--- src/rtl/ctl_i2c_pkg.sv ---
package ctl_i2c_pkg;

    localparam int DATA_W        = 8;
    localparam int IDX_W         = 5;
    localparam int SUB_TEST_BIT  = 7;
    localparam int SUB_AI_BIT    = 5;
    localparam int STAT_MUTE_BIT = 0;
    localparam int STAT_IDLE_BIT = 1;
    localparam logic [DATA_W-1:0] RESET_SEED = 8'h5A;

    typedef enum logic [3:0] {
        ST_IDLE,
        ST_ADDR,
        ST_ADDR_ACK,
        ST_SUB,
        ST_SUB_ACK,
        ST_WDATA,
        ST_WDATA_ACK,
        ST_RDATA,
        ST_RACK,
        ST_SKIP
    } tgt_state_e;

    // Reset value of register idx: index scaled by 29, low byte, mixed with a seed.
    function automatic logic [DATA_W-1:0] reg_reset_value(input int unsigned idx);
        return DATA_W'(idx * 29) ^ RESET_SEED;
    endfunction

endpackage

--- src/rtl/ctl_i2c_lines.sv ---
// Bus line sampler: synchronisers, SCL edges and START/STOP detection.
module ctl_i2c_lines #(
    parameter int SYNC_DEPTH = 2
) (
    input  logic clk,
    input  logic rst_n,
    input  logic scl_i,
    input  logic sda_i,
    output logic scl_rise,
    output logic scl_fall,
    output logic start_det,
    output logic stop_det,
    output logic sda_bit
);
    logic [SYNC_DEPTH-1:0] scl_pipe;
    logic [SYNC_DEPTH-1:0] sda_pipe;
    logic                  scl_prev;
    logic                  sda_prev;
    logic                  scl_s;
    logic                  sda_s;

    always_ff @(posedge clk or negedge rst_n) begin
        if (!rst_n) begin
            scl_pipe <= '1;
            sda_pipe <= '1;
            scl_prev <= 1'b1;
            sda_prev <= 1'b1;
        end else begin
            scl_pipe <= {scl_pipe[SYNC_DEPTH-2:0], scl_i};
            sda_pipe <= {sda_pipe[SYNC_DEPTH-2:0], sda_i};
            scl_prev <= scl_pipe[SYNC_DEPTH-1];
            sda_prev <= sda_pipe[SYNC_DEPTH-1];
        end
    end

    assign scl_s     = scl_pipe[SYNC_DEPTH-1];
    assign sda_s     = sda_pipe[SYNC_DEPTH-1];
    assign sda_bit   = sda_s;
    assign scl_rise  = scl_s & ~scl_prev;
    assign scl_fall  = ~scl_s & scl_prev;
    assign start_det = scl_s & scl_prev & sda_prev & ~sda_s;
    assign stop_det  = scl_s & scl_prev & ~sda_prev & sda_s;

endmodule

--- src/rtl/ctl_i2c_shift.sv ---
// Byte shifter shared by receive and transmit, with a bit counter.
module ctl_i2c_shift #(
    parameter int DW = 8
) (
    input  logic          clk,
    input  logic          rst_n,
    input  logic          clr,
    input  logic          load_en,
    input  logic [DW-1:0] load_val,
    input  logic          shin_en,
    input  logic          shin_bit,
    input  logic          shout_en,
    output logic [DW-1:0] data_o,
    output logic          last_o
);
    localparam int CW = $clog2(DW);

    logic [CW-1:0] cnt;

    always_ff @(posedge clk or negedge rst_n) begin
        if (!rst_n) begin
            data_o <= '0;
            cnt    <= '0;
        end else if (clr) begin
            cnt <= '0;
        end else if (load_en) begin
            data_o <= load_val;
            cnt    <= '0;
        end else if (shin_en) begin
            data_o <= {data_o[DW-2:0], shin_bit};
            cnt    <= cnt + 1'b1;
        end else if (shout_en) begin
            data_o <= {data_o[DW-2:0], 1'b0};
            cnt    <= cnt + 1'b1;
        end
    end

    assign last_o = (cnt == CW'(DW - 1));

endmodule

--- src/rtl/ctl_i2c_regbank.sv ---
// Register bank with computed reset values and a test-gated bit group.
module ctl_i2c_regbank
    import ctl_i2c_pkg::*;
#(
    parameter int                NREG      = 24,
    parameter int                IW        = IDX_W,
    parameter int                DW        = DATA_W,
    parameter int                TEST_IDX  = 20,
    parameter logic [DW-1:0]     TEST_MASK = 8'h0F
) (
    input  logic               clk,
    input  logic               rst_n,
    input  logic               wr_en,
    input  logic [IW-1:0]      wr_idx,
    input  logic [DW-1:0]      wr_data,
    input  logic               wr_test,
    output logic [NREG*DW-1:0] regs_o
);
    for (genvar gi = 0; gi < NREG; gi++) begin : g_reg
        // Bits that need the test flag of the same access.
        localparam logic [DW-1:0] GATED = (gi == TEST_IDX) ? TEST_MASK : '0;

        logic [DW-1:0] val;
        logic [DW-1:0] wmask;

        assign wmask = wr_test ? '1 : ~GATED;

        always_ff @(posedge clk or negedge rst_n) begin
            if (!rst_n) begin
                val <= DW'(reg_reset_value(gi));
            end else if (wr_en && (wr_idx == IW'(gi))) begin
                val <= (val & ~wmask) | (wr_data & wmask);
            end
        end

        assign regs_o[gi*DW +: DW] = val;
    end

endmodule

--- src/rtl/ctl_i2c_target.sv ---
// Bus target: address match, subaddress decode, burst writes and status reads.
module ctl_i2c_target
    import ctl_i2c_pkg::*;
#(
    parameter logic [6:0] DEV_ADDR   = 7'h44,
    parameter int         NREG       = 24,
    parameter int         TEST_IDX   = 20,
    parameter logic [7:0] TEST_MASK  = 8'h0F,
    parameter int         SYNC_DEPTH = 2
) (
    input  logic                     clk,
    input  logic                     rst_n,
    input  logic                     scl_i,
    input  logic                     sda_i,
    output logic                     sda_oe,
    input  logic                     mute_active_i,
    input  logic                     step_busy_i,
    output logic [NREG*DATA_W-1:0]   regs_o
);
    localparam int BANK_W = NREG * DATA_W;

    tgt_state_e        state;
    tgt_state_e        state_nx;

    logic              scl_rise;
    logic              scl_fall;
    logic              start_det;
    logic              stop_det;
    logic              sda_bit;

    logic [DATA_W-1:0] sh_data;
    logic              sh_last;
    logic              sh_in;
    logic              sh_out;
    logic              sh_load;

    logic              rx_state;
    logic              consume;
    logic              wr_en;
    logic              byte_rdy;
    logic              rw_q;
    logic              test_q;
    logic              ai_q;
    logic              nack_q;
    logic [IDX_W-1:0]  idx_q;
    logic [DATA_W-1:0] status_byte;

    ctl_i2c_lines #(
        .SYNC_DEPTH (SYNC_DEPTH)
    ) u_lines (
        .clk       (clk),
        .rst_n     (rst_n),
        .scl_i     (scl_i),
        .sda_i     (sda_i),
        .scl_rise  (scl_rise),
        .scl_fall  (scl_fall),
        .start_det (start_det),
        .stop_det  (stop_det),
        .sda_bit   (sda_bit)
    );

    ctl_i2c_shift #(
        .DW (DATA_W)
    ) u_shift (
        .clk      (clk),
        .rst_n    (rst_n),
        .clr      (start_det),
        .load_en  (sh_load),
        .load_val (status_byte),
        .shin_en  (sh_in),
        .shin_bit (sda_bit),
        .shout_en (sh_out),
        .data_o   (sh_data),
        .last_o   (sh_last)
    );

    ctl_i2c_regbank #(
        .NREG      (NREG),
        .IW        (IDX_W),
        .DW        (DATA_W),
        .TEST_IDX  (TEST_IDX),
        .TEST_MASK (TEST_MASK)
    ) u_bank (
        .clk     (clk),
        .rst_n   (rst_n),
        .wr_en   (wr_en),
        .wr_idx  (idx_q),
        .wr_data (sh_data),
        .wr_test (test_q),
        .regs_o  (regs_o)
    );

    // Live status, captured into the shifter at the end of each acknowledge.
    always_comb begin
        status_byte                = '0;
        status_byte[STAT_MUTE_BIT] = mute_active_i;
        status_byte[STAT_IDLE_BIT] = ~step_busy_i;
    end

    assign rx_state = (state == ST_ADDR) || (state == ST_SUB) || (state == ST_WDATA);
    assign sh_in    = rx_state && scl_rise;
    assign consume  = rx_state && scl_fall && byte_rdy;
    assign wr_en    = (state == ST_WDATA) && consume;
    assign sh_load  = ((state == ST_ADDR_ACK) && scl_fall && rw_q)
                   || ((state == ST_RACK) && scl_fall && !nack_q);
    assign sh_out   = (state == ST_RDATA) && scl_fall && !sh_last;

    // State register.
    always_ff @(posedge clk or negedge rst_n) begin
        if (!rst_n) begin
            state <= ST_IDLE;
        end else begin
            state <= state_nx;
        end
    end

    // Next-state logic.
    always_comb begin
        state_nx = state;
        if (stop_det) begin
            state_nx = ST_IDLE;
        end else if (start_det) begin
            state_nx = ST_ADDR;
        end else begin
            unique case (state)
                ST_IDLE:      state_nx = ST_IDLE;
                ST_ADDR: begin
                    if (consume) begin
                        state_nx = (sh_data[7:1] == DEV_ADDR) ? ST_ADDR_ACK : ST_SKIP;
                    end
                end
                ST_ADDR_ACK: begin
                    if (scl_fall) state_nx = rw_q ? ST_RDATA : ST_SUB;
                end
                ST_SUB: begin
                    if (consume) state_nx = ST_SUB_ACK;
                end
                ST_SUB_ACK: begin
                    if (scl_fall) state_nx = ST_WDATA;
                end
                ST_WDATA: begin
                    if (consume) state_nx = ST_WDATA_ACK;
                end
                ST_WDATA_ACK: begin
                    if (scl_fall) state_nx = ST_WDATA;
                end
                ST_RDATA: begin
                    if (scl_fall && sh_last) state_nx = ST_RACK;
                end
                ST_RACK: begin
                    if (scl_fall) state_nx = nack_q ? ST_SKIP : ST_RDATA;
                end
                ST_SKIP:      state_nx = ST_SKIP;
                default:      state_nx = ST_IDLE;
            endcase
        end
    end

    // Transaction context: byte-ready flag, direction, subaddress fields, host answer.
    always_ff @(posedge clk or negedge rst_n) begin
        if (!rst_n) begin
            byte_rdy <= 1'b0;
            rw_q     <= 1'b0;
            test_q   <= 1'b0;
            ai_q     <= 1'b0;
            nack_q   <= 1'b0;
            idx_q    <= '0;
        end else begin
            if (start_det || stop_det) begin
                byte_rdy <= 1'b0;
            end else if (sh_in && sh_last) begin
                byte_rdy <= 1'b1;
            end else if (consume) begin
                byte_rdy <= 1'b0;
            end

            if ((state == ST_ADDR) && consume) begin
                rw_q <= sh_data[0];
            end

            if ((state == ST_SUB) && consume) begin
                test_q <= sh_data[SUB_TEST_BIT];
                ai_q   <= sh_data[SUB_AI_BIT];
                idx_q  <= sh_data[IDX_W-1:0];
            end else if (wr_en && ai_q) begin
                idx_q <= idx_q + 1'b1;
            end

            if ((state == ST_RACK) && scl_rise) begin
                nack_q <= sda_bit;
            end
        end
    end

    // Outputs: the SDA pull-down.
    always_comb begin
        sda_oe = 1'b0;
        unique case (state)
            ST_ADDR_ACK,
            ST_SUB_ACK,
            ST_WDATA_ACK: sda_oe = 1'b1;
            ST_RDATA:     sda_oe = ~sh_data[DATA_W-1];
            default:      sda_oe = 1'b0;
        endcase
    end

endmodule

--- config.mk ---
export PLATFORM = sky130hd
export DESIGN_NAME = ctl_i2c_target
export DESIGN_NICKNAME = d
export VERILOG_FILES = /design/src/rtl/ctl_i2c_pkg.sv /design/src/rtl/ctl_i2c_lines.sv /design/src/rtl/ctl_i2c_shift.sv /design/src/rtl/ctl_i2c_regbank.sv /design/src/rtl/ctl_i2c_target.sv
export SDC_FILE = /design/constraint.sdc
export NUM_CORES = 1
export LEC_CHECK = 0
export BUFFER_PORTS_ARGS = -buffer_cell sky130_fd_sc_hd__buf_2
export CAP_MARGIN = 10
export CORE_ASPECT_RATIO = 0.7
export CORE_MARGIN = 2
export CORE_UTILIZATION = 45
export CTS_BUF_LIST = sky130_fd_sc_hd__clkbuf_4
export DETAILED_ROUTE_END_ITERATION = 16
export PLACE_DENSITY_LB_ADDON = 0.2
export SLEW_MARGIN = 20
export SYNTH_ARGS = -nofsm -noshare
export SYNTH_HDL_FRONTEND = slang
export SYNTH_HIERARCHICAL = 1
export SYNTH_SLANG_ARGS = --single-unit
--- constraint.sdc ---
create_clock -name clk -period 2.88 [get_ports clk]
set_input_delay 0.432 -clock clk [delete_from_list [all_inputs] [get_ports clk]]
set_output_delay 0.432 -clock clk [all_outputs]
set_load 0.01 [all_outputs]
==> summary.txt, run 1 <==
Floorplan
  • Die ar.: 21800 sq um
  • Boundary Pins: 199
  • Horiz. Die Dim: 176 um
  • Core area: 20000 sq um
  • Cell Rows: 43
  • Vert. Die Dim: approximately 120 um
  • Initial Util: 46.4%

Timing
  • Slew margin rel.: 58.9%
  • Fin. Hold Viols: 0
  • RSZ-0062 raised after global routing: false
  • Fin. max-slew vios: 0
  • WHS: 0.156 ns
  • Worst Tran Pin Value: 0.617 ns
  • Setup TNS: 0 ns
  • Max frequency: ~400 MHz
  • Final setup vio count: 0
  • Fin crit period: 2.53 ns
  • Tcrit/Tclk final: 87.7%
  • Worst Skew: 0.0641 ns

Clock network
  • H-tree lvl count: 2
  • Clock transition at path regs: about 0.07 ns
  • Clock sinks: 223
  • Post-CTS sizing: 0
  • Hold Buf Count CTS: 3
  • Clock Path Buffers: 3
  • Clk root buf: clkbuf_4
  • Inserted Clock Buffers: 53
  • TritonCTS clock tree: built
  • Clock latency on the worst-skew pair: 0.67 ns
  • Setup Buffers After CTS: 0

Layout
  • Fraction of layout cells with a size suffix above 1: between 60% and 70%
  • Nets: 868
  • Antenna Cells: 0
  • Area Growth Syn to Fin: 22.3%

GRT
  • Total track usage: 21.9%
  • Antenna violations before repair: 0
  • First-pass GRT wire length: between 30000 and 40000 um
  • Overflow after GRT: 0
  • Pin count of the biggest net entering global routing: 86
  • Number of global-route vias before repair: approximately 6300

Power and ir drop
  • Power Density: approximately 620 nW/um^2
  • Peak supply drop: 0.296 mV
  • Leakage: 6.01 nW

Placement
  • I/O Buffers: 198
  • Detail Placement HPWL: 15500 um
  • Final GP Congestion: between 0.8 and 0.9

Drt
  • DR WL/cell: 20.0 um
  • First-pass DRT Iterations: 5
  • Post-Route WL: 23500 um
  • DRC Markers: 0
  • Iteration-0 DRC count of the detailed router: 272
  • Vias: around 6000
  • Routed Antenna Nets: 0
  • Vias per cell: 5.11

Job
  • Max-Cap Viols: 0

Critical path
  • CP delay by family, top: simple AND/OR/NAND/NOR gates
  • Critical path class: reg -> reg
  • CP Data Required Time: 3.37 ns
  • Critical path data arrival time: between 3 and 4 ns
  • Worst Setup End Kind: flip-flop
  • Slowest cell delay on critical path: 0.54 ns
  • CP bufs+invs: 1
  • Critical-path top delay cell: dfstp_2
  • Crit-path max FO: 8
  • CP Launch Type: flip-flop
  • Crit-path cells: nor2b_1 > nand2_2 > nor3_1 > buf_4 > and4bb_1 > and3_1 > mux2_2

Logic synthesis
  • Asr flop ratio synth: 100%
  • Synthesized cell area: 9290 sq um
  • Complex-gate fraction of the synthesized area: 2.05%
  • Commonest register cell after synthesis: dfrtp_1
  • Synth unique cells: 61
  • Synthesis Warnings: 6
  • Sequential fraction of the synthesis area: 61.4%
  • Post-synthesis instance total: about 610
  • Register bit total from synthesis: 223
  • Main combinational cell family by area after synthesis: multiplexers
  • Post-Synth XOR/XNOR Area: 0.471%
  • EDFF count, synth: 0
  • Post-synthesis adder-cell area fraction: 0.404%
  • Syn Area/Cell: 15.2 sq um
  • Post-synthesis simple-gate area fraction: 6.89%
  • Post-synthesis mux area share: 26.7%

Min path
  • Hold WC Path Type: in -> reg

Outcome
  • Run status: finished, final reports clean
-- layout make-up --
class                           count  area [sq um]
Fill cell                        1699          8650
Sequential cell                   223          5700
Multi-Input combinational cell    356          3420
Timing Repair Buffer              220          1190
Clock buffer                       84           631
Tap cell                          270           338
Clock inverter                     15          65.1
Inverter                            5          18.8
-- cells in the mapped netlist, types with 2 or more instances --
master | instances | area (sq um)
mux2_2 | 188 | 2120
dfrtp_1 | 124 | 3100
dfstp_2 | 99 | 2600
nand2_1 | 30 | 113
clkbuf_1 | 18 | 67.6
mux2_4 | 18 | 270
buf_2 | 10 | 50.1
nor3_1 | 10 | 50.1
nor2_1 | 9 | 33.8
o21ai_1 | 9 | 45.0
nor2b_1 | 7 | 43.8
and3_1 | 5 | 31.3
mux2i_1 | 5 | 50.1
a21oi_1 | 4 | 20.0
mux2_1 | 4 | 45.0
xor2_1 | 4 | 35.0
buf_6 | 3 | 33.8
ha_1 | 3 | 37.5
inv_1 | 3 | 11.3
nand2b_1 | 3 | 18.8
nand3_1 | 3 | 15.0
o22ai_1 | 3 | 18.8
a21boi_1 | 2 | 15.0
and4b_1 | 2 | 20.0
buf_4 | 2 | 15.0
inv_2 | 2 | 7.51
nand3b_1 | 2 | 15.0
nand4_1 | 2 | 12.5
nand4b_1 | 2 | 17.5
nor3_2 | 2 | 20.0
nor3b_4 | 2 | 37.5
o21ai_0 | 2 | 10.0
o32ai_1 | 2 | 17.5
or2_2 | 2 | 12.5
-- worst paths after layout --
kind                       cells after the start                             endpoint                     startpoint  slack [ns]
setup / recovery                               7  u_bank/g_reg[14].val[4]$_DFFE_PN0P_     u_lines/scl_prev$_DFF_PN1_        0.35
hold / removal                                 4        u_shift/data_o[0]$_DFFE_PN0P_                  mute_active_i        0.16
setup reg to reg                               7  u_bank/g_reg[14].val[4]$_DFFE_PN0P_     u_lines/scl_prev$_DFF_PN1_        0.35
hold reg to reg                                0        u_lines/sda_pipe[1]$_DFF_PN1_  u_lines/sda_pipe[0]$_DFF_PN1_        0.36
max in group asynchronous                      3  u_bank/g_reg[14].val[2]$_DFFE_PN1P_                          rst_n        1.59
min in group asynchronous                      2  u_bank/g_reg[16].val[5]$_DFFE_PN0P_                          rst_n        0.36
-- state kept, by name, summed over array words and instances (netlist names), named ones only --
register          cells
state                 4
byte_rdy              1
rw_q                  1
u_lines/scl_pipe      2
idx_q                 5
u_bank/g.val        188
u_lines/sda_pipe      2
u_shift/data_o        8
u_lines/scl_prev      1
u_lines/sda_prev      1
nack_q                1
u_shift/cnt           3
test_q                1
ai_q                  1
-- where the power goes --
| part | internal (mW) | switching [mW] | leakage, nW |
|---|---|---|---|
| combinational | 0.386 | 0.781 | 2.84 |
| sequential | 3.23 | 0.128 | 2.74 |
| clock | 1.33 | 1.23 | 0.422 |
| total | 4.95 | 2.13 | 6.01 |
-- cells by family (layout without fill, tap and decap cells) --
logic type                 Yosys count  after routing
adders and majority gates            3              3
other                                1              6
xor gates and xnor gates             5              5
and+or+nand+nor                     99             99
muxes                              215            215
AOI/OAI and AO/OA                   28             28
buffers and inverters               39            324
DFF                                223            223
-- cell usage in the layout (no fill, tap or decap), types with 3 or more instances in the layout --
cell type and count:
mux2_4 18, nand3_1 3, buf_2 197, o21ai_1 9, clkinv_2 3, nor3_1 10, mux2_2 188, nor2b_1 7
conb_1 6, ha_1 3, clkbuf_4 84, buf_4 18, mux2_1 4, inv_1 3, dfrtp_1 124, o22ai_1 3
a21oi_1 4, clkinv_1 10, dfstp_2 99, nand2b_1 3, nand2_1 30, dlygate4sd3_1 3, and3_1 5, xor2_1 4
nor2_1 9, mux2i_1 5, inv_2 3
-- routing by layer --
| layer | wire length [um] | share of wire, % | up-vias | global-route usage [%] |
|---|---|---|---|---|
| met5 | 0 | 0 | - | 0 |
| met4 | 469 | 2.0 | 0 | 6.03 |
| met3 | 2070 | 8.8 | 44 | 7.74 |
| met2 | 10200 | 43 | 205 | 32.4 |
| met1 | 10800 | 46 | 3050 | 30.7 |
| li1 | - | - | 2696 | - |
-- worst register-to-register path, stage by stage (launching register included) --
cell and delay, ns:
dfstp_2 0.54, nor2b_1 0.20, nand2_2 0.13, nor3_1 0.21
buf_4 0.18, and4bb_1 0.29, and3_1 0.46, mux2_2 0.40
-- per-stage QoR --
stage / cells / area [sq um] / total power [mW] / util, % / setup WS (ns)
floorplan: 618 / 9310 / 4.10 / - / 0.227
global placement: 1071 / 10600 / 4.57 / 53.1 / 0.387
detailed placement: 1071 / 10600 / 4.59 / 53.1 / 0.397
CTS: 1173 / 11400 / 7.19 / 56.8 / 0.386
global route: 1173 / 11400 / 7.48 / 56.8 / 0.212
finish: 1173 / 11400 / 7.08 / 56.8 / 0.354
(Power assumes the default switching activity.)
==> inputs of run 2 (changes only) <==
--- a/config.mk
+++ b/config.mk
@@ -12,9 +12,10 @@
 export CORE_UTILIZATION = 45
 export CTS_BUF_LIST = sky130_fd_sc_hd__clkbuf_4
 export DETAILED_ROUTE_END_ITERATION = 16
+export MAX_ROUTING_LAYER = met4
 export PLACE_DENSITY_LB_ADDON = 0.2
+export RECOVER_POWER = 25
 export SLEW_MARGIN = 20
 export SYNTH_ARGS = -nofsm -noshare
 export SYNTH_HDL_FRONTEND = slang
-export SYNTH_HIERARCHICAL = 1
 export SYNTH_SLANG_ARGS = --single-unit
==> run 2 against run 1 <==
The flow now finishes with violations (capacitance limit, slew limit). Clock skew up 0.016 ns. Fmax down 3.7%. Sequential power up 7.7%. Count of clock-buffer cells in the layout up 12. Critical path depth down 2. Non-clock buffer count down 2. Design area up 1.9%. Final cell count up 1.6%. Wire length up 1.1%. Worst setup slack worse by 0.098 ns. Clock power up 6%. Die area up 2.4%. Critical path type is now reg -> out. Largest power group unchanged.
==> summary.txt, run 2 <==
Logic synthesis
  • Area leader, netlist: dfrtp_1
  • Sequential fraction of the synthesis area: 59.9% (-1.5 points)
  • Synth unique cells: 67 (+9.8%)
  • EDFF count, synth: 0 (unchanged)
  • Yosys top cell area share: 32.6% (-0.82 points)
  • Post-Syn Nets: between 600 and 700
  • Synth area leaders: dfrtp_1 (33%), dfstp_2 (27%), mux2_2 (22%)
  • Syn Area/Cell: 14.9 sq um (-2.0%)
  • Most numerous cell in the Yosys netlist: mux2_2
  • Post-synthesis instance total: 641 (+4.6%)
  • Register bit total from synthesis: 223 (unchanged)
  • Synthesized cell area: 9520 sq um (+2.5%)
  • Asr flop ratio synth: 100% (unchanged)
  • Synthesis Warnings: 0 (-6)
  • Synth top cells by count: mux2_2 (189), dfrtp_1 (124), dfstp_2 (99)
  • Commonest register cell after synthesis: dfrtp_1

Critical path
  • Critical Path Start: state[2]$_DFFE_PN0P_
  • Crit-path max FO: 20 (+12)
  • Worst R2R Start: idx_q[2]$_DFFE_PN0P_
  • Slowest cell delay on critical path: 0.73 ns (+0.19 ns)
  • CP Launch Type: flip-flop
  • R2R depth: 3 (-4)
  • Crit path to: sda_oe
  • CP Data Required Time: 2.45 ns (-0.92 ns)
  • Crit-path cells: inv_1 > o21ai_0 > a22oi_1 > nor2_1 > buf_2
  • Critical path class: reg -> out
  • Worst Setup End Kind: primary output
  • R2r endpoint: u_bank.g_reg[13].val[2]$_DFFE_PN0P_
  • Critical path data arrival time: 2.19 ns (-0.82 ns)
  • Worst reg-to-reg setup slack: 0.43 ns (+0.08 ns)
  • Critical-path top delay cell: dfrtp_1

Clock network
  • Post-CTS sizing: 0 (unchanged)
  • Clk root buf: clkbuf_4
  • Clock sinks: 223 (unchanged)
  • Clock transition at path regs: 0.06 ns (about the same)
  • TritonCTS clock tree: built
  • Clock latency on the worst-skew pair: 0.68 ns (about the same)
  • Inserted Clock Buffers: 53 (unchanged)
  • Setup Buffers After CTS: 0 (unchanged)
  • Clock Path Buffers: 3 (unchanged)
  • H-tree lvl count: 2 (unchanged)

Drt
  • Vias: 6364 (+6.2%)
  • Wire length on met3: 1740 um (-16%)
  • Highest routed layer: met4
  • Met1 WL: 11100 um (+3.5%)
  • Post-Route WL: 23700 um (+1.1%)
  • DR WL/cell: 19.9 um (-0.47%)
  • DRC Markers: 0 (unchanged)
  • Routed Antenna Nets: 0 (unchanged)
  • Vias per cell: 5.34 (+4.5%)
  • Iteration-0 DRC count of the detailed router: 353 (+30%)
  • First-pass DRT Iterations: 4 (-1)
  • Met2 routed WL: 10500 um (+3.6%)

Timing
  • Worst setup margin: 0.256 ns (-0.0983 ns)
  • Fin crit period: 2.62 ns (+0.0983 ns)
  • Final setup vio count: 0 (unchanged)
  • Worst Skew: 0.0802 ns (+0.0161 ns)
  • Fin. max-slew vios: 105 (+105)
  • Tcrit/Tclk final: 91.1% (+3.4 points)
  • Slew margin rel.: -57.9% (-120 points)
  • Worst Tran Pin Value: 2.37 ns (+1.75 ns)
  • Max frequency: 381 MHz (-3.7%)
  • RSZ-0062 raised after global routing: false
  • Setup TNS: 0 ns (unchanged)
  • Fin. Hold Viols: 0 (unchanged)

Layout
  • Sequential cell area: 5710 sq um (about the same)
  • Area Growth Syn to Fin: 21.6%
  • Biggest register: u_bank.g.val
  • Number of flip-flops in the largest register: 188 (unchanged)
  • Antenna Cells: 0 (unchanged)
  • Most common cell after layout, fill and taps aside: buf_2
  • Multi-input logic area: 3560 sq um (+4.2%)
  • Most frequent cells in the layout: buf_2 (197), mux2_2 (189), dfrtp_1 (123), dfstp_2 (97), clkbuf_4 (96)
  • Biggest regs: u_bank.g.val: 188 flops, u_shift.data_o: 8 flops, idx_q: 5 flops
  • Nets: 884 (+1.8%)
  • Number of fill cells in the layout: 1763 (+3.8%)
  • Fraction of layout cells with a size suffix above 1: 68.6% (-1.2 points)

Floorplan
  • Initial Util: 45.9% (-0.54 points)
  • Boundary Pins: 199 (unchanged)
  • Horiz. Die Dim: 178 um (+1.2%)
  • Die ar.: 22400 sq um (+2.4%)
  • Cell Rows: 44 (+2.3%)
  • Vert. Die Dim: 126 um (+1.2%)
  • Core area: 20800 sq um (+3.7%)

Outcome
  • Failing checks: capacitance limit, slew limit
  • Run status: complete, but fails checks

Placement
  • Detail Placement HPWL: 15700 um (+1.5%)
  • I/O Buffers: 198 (unchanged)
  • Final GP Congestion: 0.925 (+11%)
  • Worst slack, placed: 0.525 ns (+0.128 ns)

GRT
  • Number of global-route vias before repair: 6548 (+3.6%)
  • Antenna violations before repair: 0 (unchanged)
  • Overflow after GRT: 0 (unchanged)
  • Pin count of the biggest net entering global routing: 107 (+24%)
  • First-pass GRT wire length: 37500 um (+1.6%)
  • Total track usage: 22.3% (+0.36 points)

Power and ir drop
  • Power Density: 686 nW/um^2 (+10%)
  • Overall power: 7.95 mW (+12%)
  • Peak supply drop: 0.412 mV (+39%)
  • Leakage: 6.06 nW (+0.76%)

Job
  • Max-Cap Viols: 1 (+1)

Min path
  • Hold WC Path Type: in -> reg
## run 2: changes by cell type after synthesis, moves of 5 or more
| cell | before | now |
|---|---|---|
| nor3_1 | 10 | 5 |
| o21ai_1 | 9 | 1 |
| mux2i_1 | 5 | 12 |
| inv_1 | 3 | 15 |
| nand3_4 | 0 | 9 |
| nand2_1 | 30 | 19 |
| and4_1 | 1 | 6 |
| mux2_4 | 18 | 0 |
## run 2: layout make-up
class,instances,share of cell area (%)
Clock buffer,96,6.22
Clock inverter,4,0.173
Inverter,15,0.486
Multi-Input combinational cell,360,30.8
Sequential cell,223,49.3
Tap cell,276,2.98
Timing Repair Buffer,218,10.1
## run 2: logic make-up after synthesis
family	Yosys count	share of synthesized area (%)
flops	223	59.9
compound gates	43	3.48
buf+inv	58	2.72
simple gates	101	8.46
mux	208	24.4
fa+ha+maj	7	0.920
xor+xnor	1	0.0920
## run 2: what timing repair did
item	CTS	global route
setup endpoints to repair	0	0
hold buffers	3	0
endpoints found under the hold margin	55	0
## run 2: through the flow
stage | util [%] | cells | area (sq um) | hold slack [ns]
after floorplan | - | 641 | 9520 | 0.136
after global placement | 52.1 | 1089 | 10800 | 0.348
final | 55.8 | 1192 | 11600 | 0.126
after CTS | 55.8 | 1192 | 11600 | 0.0700
after global routing | 55.8 | 1192 | 11600 | 0.0999
after detailed placement | 52.1 | 1089 | 10800 | 0.349
## run 2: report_power, final
group / internal, mW / switching, mW / total (mW) / leakage, nW
Combinational: 0.512 / 1.12 / 1.63 / 2.87
Sequential: 3.31 / 0.307 / 3.62 / 2.73
Clock: 1.48 / 1.22 / 2.70 / 0.453
## run 2: how the worst min path moves through the flow
stage	startpoint	end	slack [ns]	cells after the start
CTS	mute_active_i	u_shift.data_o[0]$_DFFE_PN0P_	0.07	3
floorplan	rst_n	async pin	0.14	0
finish	mute_active_i	u_shift.data_o[0]$_DFFE_PN0P_	0.13	3
global placement	u_lines.sda_pipe[0]$_DFF_PN1_	u_lines.sda_pipe[1]$_DFF_PN1_	0.35	0
detailed placement	u_lines.scl_pipe[0]$_DFF_PN1_	u_lines.scl_pipe[1]$_DFF_PN1_	0.35	0
global route	mute_active_i	u_shift.data_o[0]$_DFFE_PN0P_	0.1	3
## run 2: worst max-delay path, delay by kind of cell (launching register included)
kind	cells	cell delay, ns
AO/OA/AOI/OAI	2	0.30
buffers and inverters	2	0.35
flip-flops	1	0.73
AND/OR/NAND/NOR	1	0.20
## run 2: routing by layer
metal	vias up	track usage (%)
met5	-	-
met4	0	5.40
met3	31	6.07
met2	228	32.0
met1	3285	31.4
li1	2820	-
